**src/rtl/qtb_pkg.sv**
```systemverilog
package qtb_pkg;
  localparam int NUM_TMR = 4;
  localparam int REG_W   = 32;
  localparam int ADDR_W  = 8;

  localparam logic [ADDR_W-1:0] OFS_CTRL  = 8'h00;
  localparam logic [ADDR_W-1:0] OFS_STAT  = 8'h04;
  localparam logic [ADDR_W-1:0] OFS_DIV   = 8'h08;
  localparam logic [ADDR_W-1:0] OFS_PRE0  = 8'h10;
  localparam logic [ADDR_W-1:0] OFS_CNT01 = 8'h20;
  localparam logic [ADDR_W-1:0] OFS_CNT2  = 8'h24;
  localparam logic [ADDR_W-1:0] OFS_CNT3  = 8'h28;
  localparam logic [ADDR_W-1:0] OFS_CLR0  = 8'h30;

  localparam int CTRL_LSEL_BIT = 8;

  function automatic logic [ADDR_W-1:0] ofs_idx(logic [ADDR_W-1:0] base, int idx);
    return base + ADDR_W'(4 * idx);
  endfunction
endpackage

```
**src/rtl/qtb_prescaler.sv**
```systemverilog
module qtb_prescaler #(
  parameter int DIV_W = 16
) (
  input  logic             clk,
  input  logic             rst,
  input  logic [DIV_W-1:0] div,
  output logic             tick
);
  logic [DIV_W-1:0] pc_q;

  assign tick = (pc_q >= div);

  always_ff @(posedge clk) begin
    if (rst) pc_q <= '0;
    else if (tick) pc_q <= '0;
    else pc_q <= pc_q + 1'b1;
  end
endmodule

```
**src/rtl/qtb_timer.sv**
```systemverilog
module qtb_timer #(
  parameter int W = 16
) (
  input  logic         clk,
  input  logic         rst,
  input  logic         tick,
  input  logic         run,
  input  logic [W-1:0] preload,
  output logic [W-1:0] count,
  output logic         expire
);
  assign expire = tick && run && (count == '0);

  always_ff @(posedge clk) begin
    if (rst) count <= '0;
    else if (tick && run) begin
      if (count == '0) count <= preload;
      else count <= count - 1'b1;
    end
  end
endmodule

```
**src/rtl/qtimer_bank.sv**
```systemverilog
module qtimer_bank
  import qtb_pkg::*;
#(
  parameter int SMALL_W = 16,
  parameter int LARGE_W = 32,
  parameter int DIV_W   = 16
) (
  input  logic              clk,
  input  logic              rst,
  input  logic              reg_wr,
  input  logic              reg_rd,
  input  logic [ADDR_W-1:0] reg_addr,
  input  logic [REG_W-1:0]  reg_wdata,
  output logic [REG_W-1:0]  reg_rdata,
  output logic              irq
);
  localparam int HALF_W = REG_W / 2;

  logic [NUM_TMR-1:0]            run_q, ien_q, flag_q, expire, clr;
  logic                          lsel_q;
  logic [DIV_W-1:0]              div_q;
  logic                          tick;
  logic [NUM_TMR-1:0][REG_W-1:0] pre_q, snap_q, cnt_ext, wmask;
  logic [REG_W-1:0]              rd_val;
  logic                          rd_cnt01, rd_cnt2, rd_cnt3;

  qtb_prescaler #(.DIV_W(DIV_W)) u_pre (
    .clk(clk), .rst(rst), .div(div_q), .tick(tick)
  );

  for (genvar i = 0; i < NUM_TMR; i++) begin : g_tmr
    localparam int W = (i < 2) ? SMALL_W : LARGE_W;
    logic [W-1:0] cnt_w;

    qtb_timer #(.W(W)) u_tmr (
      .clk(clk), .rst(rst), .tick(tick), .run(run_q[i]),
      .preload(pre_q[i][W-1:0]), .count(cnt_w), .expire(expire[i])
    );

    always_comb begin
      cnt_ext[i]        = '0;
      cnt_ext[i][W-1:0] = cnt_w;
      wmask[i]          = '0;
      wmask[i][W-1:0]   = '1;
    end

    assign clr[i] = reg_wr && ((reg_addr == ofs_idx(OFS_CLR0, i)) ||
                               (reg_addr == OFS_STAT && !reg_wdata[i]));
  end

  // control, divisor and preload registers
  always_ff @(posedge clk) begin
    if (rst) begin
      run_q  <= '0;
      ien_q  <= '0;
      lsel_q <= 1'b0;
      div_q  <= '0;
      pre_q  <= '0;
    end else if (reg_wr) begin
      if (reg_addr == OFS_CTRL) begin
        run_q  <= reg_wdata[NUM_TMR-1:0];
        ien_q  <= reg_wdata[2*NUM_TMR-1:NUM_TMR];
        lsel_q <= reg_wdata[CTRL_LSEL_BIT];
      end
      if (reg_addr == OFS_DIV) div_q <= reg_wdata[DIV_W-1:0];
      for (int i = 0; i < NUM_TMR; i++)
        if (reg_addr == ofs_idx(OFS_PRE0, i)) pre_q[i] <= reg_wdata & wmask[i];
    end
  end

  // flags: an expiry in the same cycle wins over a clear
  always_ff @(posedge clk) begin
    if (rst) begin
      flag_q <= '0;
      irq    <= 1'b0;
    end else begin
      flag_q <= (flag_q & ~clr) | expire;
      irq    <= |(flag_q & ien_q);
    end
  end

  // read-triggered snapshots
  assign rd_cnt01 = reg_rd && (reg_addr == OFS_CNT01);
  assign rd_cnt2  = reg_rd && (reg_addr == OFS_CNT2);
  assign rd_cnt3  = reg_rd && (reg_addr == OFS_CNT3);

  always_ff @(posedge clk) begin
    if (rst) snap_q <= '0;
    else begin
      if (rd_cnt01) begin
        snap_q[0] <= cnt_ext[0];
        snap_q[1] <= cnt_ext[1];
        if (!lsel_q) begin
          snap_q[2] <= cnt_ext[2];
          snap_q[3] <= cnt_ext[3];
        end
      end
      if (rd_cnt2 && lsel_q) snap_q[2] <= cnt_ext[2];
      if (rd_cnt3 && lsel_q) snap_q[3] <= cnt_ext[3];
    end
  end

  always_comb begin
    rd_val = '0;
    case (reg_addr)
      OFS_CTRL:  begin
        rd_val[2*NUM_TMR-1:0]   = {ien_q, run_q};
        rd_val[CTRL_LSEL_BIT]   = lsel_q;
      end
      OFS_STAT:  rd_val[NUM_TMR-1:0] = flag_q;
      OFS_DIV:   rd_val[DIV_W-1:0]   = div_q;
      OFS_CNT01: rd_val = {cnt_ext[1][HALF_W-1:0], cnt_ext[0][HALF_W-1:0]};
      OFS_CNT2:  rd_val = lsel_q ? cnt_ext[2] : snap_q[2];
      OFS_CNT3:  rd_val = lsel_q ? cnt_ext[3] : snap_q[3];
      default: begin
        for (int i = 0; i < NUM_TMR; i++)
          if (reg_addr == ofs_idx(OFS_PRE0, i)) rd_val = pre_q[i];
      end
    endcase
  end

  always_ff @(posedge clk) begin
    if (rst) reg_rdata <= '0;
    else if (reg_rd) reg_rdata <= rd_val;
  end
endmodule

```
**config.mk**
```make
export PLATFORM = sky130hd
export DESIGN_NAME = qtimer_bank
export DESIGN_NICKNAME = d
export VERILOG_FILES = /design/src/rtl/qtb_pkg.sv /design/src/rtl/qtb_prescaler.sv /design/src/rtl/qtb_timer.sv /design/src/rtl/qtimer_bank.sv
export SDC_FILE = /design/constraint.sdc
export NUM_CORES = 1
export LEC_CHECK = 0
export BUFFER_PORTS_ARGS = -buffer_cell sky130_fd_sc_hd__buf_4
export CAP_MARGIN = 20
export CELL_PAD_IN_SITES_DETAIL_PLACEMENT = 2
export CELL_PAD_IN_SITES_GLOBAL_PLACEMENT = 2
export CORE_MARGIN = 3
export CORE_UTILIZATION = 40
export DETAILED_ROUTE_END_ITERATION = 12
export HOLD_SLACK_MARGIN = 0.15
export PLACE_DENSITY_LB_ADDON = 0.15
export SLEW_MARGIN = 0
export SYNTH_ARGS = -nofsm -noshare
export SYNTH_HDL_FRONTEND = slang
export SYNTH_SLANG_ARGS = --single-unit
export TNS_END_PERCENT = 1
```
**constraint.sdc**
```tcl
create_clock -name clk -period 7.5 [get_ports clk]
set_input_delay 0 -clock clk [delete_from_list [all_inputs] [get_ports clk]]
set_output_delay 0 -clock clk [all_outputs]
set_load 0.01 [all_outputs]
```
==> Yosys cells after proc, flatten, opt, wreduce, memory -nomap -nowiden <==
Cells that the tools add are included.
{ "totals": {"mem_bits_ro": 0, "n_memories": 0, "latchBits": 0, "mem_bits_rw": 0, "out_inout_bits": 33, "reg_bits": 366, "word_cells": 111} }
{ "classes": {"n_div": 0, "n_reduce_logical": 48, "bitwise_logic": 4, "n_mux": 18, "addsub": 5, "eq_ne": 15, "multipliers": 0, "shift": 0, "n_lt_le_gt_ge": 1} }
{ "ops": {"columns": ["cell", "n"], "rows": [
  ["32-bit two-way mux", 9],
  ["128-bit two-way mux", 1],
  ["32-bit zero test", 2],
  ["64-bit two-way mux", 1],
  ["16-bit case mux with 4 select lines", 1],
  ["32-bit by 1-bit subtractor with 32-bit output (second input constant)", 2],
  ["8-bit by 6-bit == test with 1-bit output (second input constant)", 7],
  ["16-bit two-way mux", 3],
  ["7-bit case mux with 5 select lines", 1],
  ["8-bit by 5-bit == test with 1-bit output (second input constant)", 4],
  ["16-bit zero test", 2],
  ["16-bit by 1-bit subtractor with 16-bit output (second input constant)", 2],
  ["5-bit case mux with 6 select lines", 1],
  ["4-bit case mux with 6 select lines", 1],
  ["1-bit logical AND", 21],
  ["16-bit by 1-bit adder with 16-bit output (second input constant)", 1],
  ["16-bit greater-or-equal comparator", 1],
  ["2-bit AND reduction", 8],
  ["4-bit AND", 2],
  ["8-bit by 3-bit == test with 1-bit output (second input constant)", 1],
  ["8-bit by 4-bit == test with 1-bit output (second input constant)", 1],
  ["8-bit zero test", 1],
  ["1-bit zero test", 4],
  ["1-bit logical OR", 4],
  ["other kinds (7)", 10]
]} }

==> Longest topological paths before layout <==
{ "logic_depth": {"word_depth": 7, "ltp_mapped": 10, "ltp_nobuf": 8} }

==> Modules after synthesis <==
From an unflattened synthesis, not the netlist that was laid out.
{ "hier_totals": {"cells_unflattened": 2174, "hier_area_um2": 17798.3} }
{ "by_module_without_submodules": {"columns": ["mod", "area_each_um2", "instances", "seq_area_each_um2", "cells_per_inst"], "rows": [
  ["qtimer_bank", 10328.7, 1, 4444.3, 1253],
  ["qtb_timer at g_tmr[2].u_tmr ...", 2068.2, 2, 640.6, 261],
  ["qtb_timer at g_tmr[0].u_tmr ...", 1034.7, 2, 320.3, 129],
  ["qtb_prescaler", 1263.7, 1, 320.3, 141]
]} }

==> Least setup slack after synthesis <==
OpenSTA, ideal clock, no wires.
{ "synth_timing": {"path_kind": "flip-flop to flip-flop", "startpoint": "register g_tmr[3].u_tmr.count[0]", "endpoint": "register g_tmr[3].u_tmr.count[22]", "setup_time_ns": 0.088, "t_required_ns": 7.412, "setup_slack_ns": 4.967, "stages_incl_launch_ff": 10, "arrival_time_ns": 2.445, "period_less_slack_ns": 2.533, "cell_sequence": "dfxtp_1 inv_1 ha_1 nor4b_1 or4b_1 buf_2 nor3_4 nand2_2 o21a_1 o32ai_2"} }
{ "synth_via": {"elab_chain_len": 2} }
{ "synth_lines": {"columns": ["item", "line_no", "source"], "rows": [
  ["from (decl)", "qtb_timer.sv:9", "output logic [W-1:0] count,"],
  ["from (signal assigned)", "qtb_timer.sv:17", "if (count == '0) count <= preload;"],
  ["from (signal assigned)", "qtb_timer.sv:18", "else count <= count - 1'b1;"],
  ["32-bit by 1-bit subtractor with 32-bit output or 32-bit zero test (tied branches)", "qtb_timer.sv:18, qtb_timer.sv:17", null],
  ["32-bit two-way mux (*)", "qtb_timer.sv:17", null]
]} }
Every way passes the cells marked *; elsewhere a longest branch is shown, timed or not.
A chain may end at the register's enable or synchronous reset.

==> Worst setup path after layout <==
{ "layout_timing": {"startpoint": "input reg_addr[5]", "endpoint": "register pre_q[101] (netlist bit)"} }
{ "layout_via": {"elab_chain_len": 2} }
{ "layout_lines": {"columns": ["item", "line_no", "source"], "rows": [
  ["from (decl)", "qtimer_bank.sv:12", "input logic [ADDR_W-1:0] reg_addr,"],
  ["8-bit by 5-bit == test with 1-bit output", "qtimer_bank.sv:67", "if (reg_addr == ofs_idx(OFS_PRE0, i)) pre_q[i] <= reg_wdata & wmask[i];"],
  ["2-bit AND reduction (no source line)", null, null],
  ["to (signal, indexed assignment)", "qtimer_bank.sv:67", null],
  ["to (decl)", "qtimer_bank.sv:23", "logic [NUM_TMR-1:0][REG_W-1:0] pre_q, snap_q, cnt_ext, wmask;"]
]} }
Every way passes these cells.

==> reports/metrics.yaml <==
netlist_area_mm2: 0.01727
ys_warn_count: 0
grt.total_usage_pct: 37.20
cts.clk_slew.worst_paths_ps: 70
ctsHoldBuffers: 45
cts.sinks: 334
min_period_over_period_pct: 48.39
fp.dieW_um: 213.8
hold_path_startpoint: "reg_wdata[16]"
slowest_stage: "nor4b_2"
layout_common_cells: "nand2_1, dfxtp_1, a21oi_1, nor2_1, buf_4"
root_buffer: "clkbuf_16"
cts_resized: 0
cts_tree: "yes"
async_flop_share_pct: 0
critPathMaxStageDelay_ps: 740
cts_setup_buffers: 0
end_kind: "flop"
drcViolationCount: 0
final_nets: 2360
worstReg2RegStart: "g_tmr[3].u_tmr.count[20]$_SDFFE_PP0P_"
final_common_cell: "nand2_1"
drtIter0Drc: 1893
ff_latch_area_mm2: 0.006690
slew_headroom_pct: 23.36
fin_area_mm2: 0.02024
numCtsBuffers: 42
fmax_mhz: 275.5
ir_worst_vdd_mv: 0.1755
status: "finished clean"
hold_violations: 0
syn-num-nets: 2348
dr.pass1.iters: 6
ant_nets: 0
min_path_type: "input pin to flop"
slew_violations: 0
wl_per_cell_um: 29.75
worstHoldPathCells: 4
critical_path.cell_chain: "dlygate4sd3_1 > buf_4 > nor4b_2 > nand2_1 > nor2_1 > buf_4 > and2_1 > buf_4 > nand2_1 > a21oi_1 > dlygate4sd3_1"
min_period_ps: 3630
fin_setup_tns_ps: 0
overflow: 0
ys_seq_area_share_pct: 38.72
avgViaCountPerCell: 6.440
worstRegToRegCells: 7
path_class: "input pin to flop"
tightest_slew_ps: 1150
placed_area_mm2: 0.01811
power.density_mw_per_mm2: 216.6
ios: 77
critPathMaxFanout: 23
fill_cells: 4733
dieArea_mm2: 0.04570
grt_pass1_vias: 19516
required_ps: 8030
leakage_nw: 6.833
grt_max_degree: 92
maxCapViolCount: 0
core_mm2: 0.04232
io_buffers: 76
synthFlopType: "dfxtp_1"
routed_wl_mm: 86.40
synth.avg_cell_area_um2: 7.576
cp-start-kind: "input pin"
ys_types: 77
h-tree-depth: 2
cp_num_buf_inv: 5
area_growth_pct: 17.22
start_util_pct: 40.80
grt_pass1_wl_mm: 128.0
syn_inst: 2279
setup_violations: 0
r2r-end: "g_tmr[3].u_tmr.count[17]$_SDFFE_PP0P_"
routabilityCongestion: 0.9469
cp_top_family: "buffers and inverters"
dp_hpwl_mm: 56.87
antenna_found_initial: 3
rsz0062_at_grt: "false"
multiInputGateArea_mm2: 0.009744
clk-insertion-delay-late_ps: 580
finClkSkew_ps: 27.09
ys_seq_elements: 334
synth_edf_count: 0
r2r_slack_ps: 3980
die_height_um: 213.8
num_rows: 75
drive_gt1_share_pct: 10.32
whs_endpoint: "pre_q[112]$_SDFFE_PP0P_"
crit_top_cell: "buf_4"
clock_path_buffers: 3
vias: 18703
worstPathArrival_ps: 4160
Yosys cell counts (15+ instances only):
| master | count | area share, % |
|---|---|---|
| o22ai_1 | 30 | 1.1 |
| dfxtp_1 | 334 | 39 |
| o21ai_0 | 85 | 2.5 |
| nor2_1 | 146 | 3.2 |
| a21o_1 | 19 | 0.83 |
| a221oi_1 | 16 | 0.81 |
| a21oi_1 | 326 | 9.4 |
| mux2_2 | 15 | 0.98 |
| a211oi_1 | 32 | 1.4 |
| nor3_1 | 41 | 1.2 |
| buf_2 | 27 | 0.78 |
| nand2_1 | 520 | 11 |
| mux2i_1 | 75 | 4.3 |
| nand3_1 | 63 | 1.8 |
| and2_1 | 15 | 0.54 |
| o32ai_1 | 35 | 1.8 |
| or3_1 | 18 | 0.65 |
| clkbuf_1 | 149 | 3.2 |
| and3_1 | 18 | 0.65 |
| nor4_1 | 25 | 0.91 |
| inv_1 | 36 | 0.78 |
| ha_1 | 25 | 1.8 |
| a22oi_1 | 17 | 0.74 |
state kept, by name (all words and copies together), names as in the netlist:
register / count
div_q: 16
reg_rdata: 32
lsel_q: 1
g_tmr.u_tmr.count: 96
run_q: 4
flag_q: 4
u_pre.pc_q: 16
pre_q: 96
ien_q: 4
snap_q: 64
irq: 1
tightest hold or removal path: cells and delay by family:
kind | cells | cell delay [ps]
compound gates | 1 | 60
buf+inv | 2 | 690
simple gates | 1 | 50
metal layers:
| metal | share of wire (%) | GRT usage, % | routed length, um |
|---|---|---|---|
| met1 | 42 | 49.46 | 36340 |
| met2 | 46 | 60.54 | 39920 |
| met3 | 7.4 | 6.145 | 6403 |
| met4 | 4.3 | 14.86 | 3713 |
| met5 | 0.020 | 0 | 17 |
power by group:
group / switching (mW) / total (mW) / internal (mW) / leakage [nW]
Sequential: 0.00723 / 1.79 / 1.78 / 2.70
Clock: 0.887 / 2.39 / 1.50 / 0.789
Combinational: 0.142 / 0.207 / 0.0644 / 3.35
Total: 1.04 / 4.38 / 3.35 / 6.83
cells by family (layout without fill, tap and decap cells):
family | Yosys count | in the layout | share of synthesized area, %
compound gates | 663 | 663 | 23.33
other cells | 0 | 2 | 0
mux | 100 | 100 | 6.630
simple gates | 922 | 922 | 23.71
xor+xnor | 14 | 14 | 0.7102
buf+inv | 221 | 267 | 5.087
flops | 334 | 334 | 38.72
fa+ha+maj | 25 | 25 | 1.812
metrics by stage:
| stage | total power, mW | hold slack, ps | instances | setup slack [ps] | util (%) |
|---|---|---|---|---|---|
| floorplan | 1.913 | 136.0 | 2279 | 4967 | - |
| global placement | 2.005 | 265.6 | 2771 | 3717 | 42.63 |
| detailed placement | 2.008 | 275.3 | 2774 | 3547 | 42.79 |
| CTS | 4.373 | 216.2 | 2897 | 3454 | 47.66 |
| global route | 4.477 | 269.1 | 2903 | 3669 | 47.82 |
| finish | 4.383 | 268.1 | 2904 | 3870 | 47.83 |
worst max path at each step:
stage	to	cells after the start	start	slack, ps
finish	pre_q[101]$_SDFFE_PP0P_	11	reg_addr[5]	3870
global route	g_tmr[3].u_tmr.count[7]$_SDFFE_PP0P_	7	g_tmr[3].u_tmr.count[20]$_SDFFE_PP0P_	3670
CTS	g_tmr[3].u_tmr.count[1]$_SDFFE_PP0P_	6	g_tmr[3].u_tmr.count[20]$_SDFFE_PP0P_	3450
detailed placement	g_tmr[3].u_tmr.count[22]$_SDFFE_PP0P_	6	g_tmr[3].u_tmr.count[20]$_SDFFE_PP0P_	3550
global placement	g_tmr[3].u_tmr.count[1]$_SDFFE_PP0P_	6	g_tmr[3].u_tmr.count[20]$_SDFFE_PP0P_	3720
floorplan	g_tmr[3].u_tmr.count[22]$_SDFFE_PP0P_	9	g_tmr[3].u_tmr.count[0]$_SDFFE_PP0P_	4970
final cells by class:
cell class / instances / area share (%)
well taps: 577 / 3.567
multi-input cells: 1724 / 48.14
flip-flops and latches: 334 / 33.05
clock buffers: 58 / 6.299
inverters: 38 / 0.7047
diodes: 2 / 0.02473
clock inverters: 20 / 1.663
repair buffers: 151 / 6.546
Note: power is estimated with default switching activity, not from simulation.
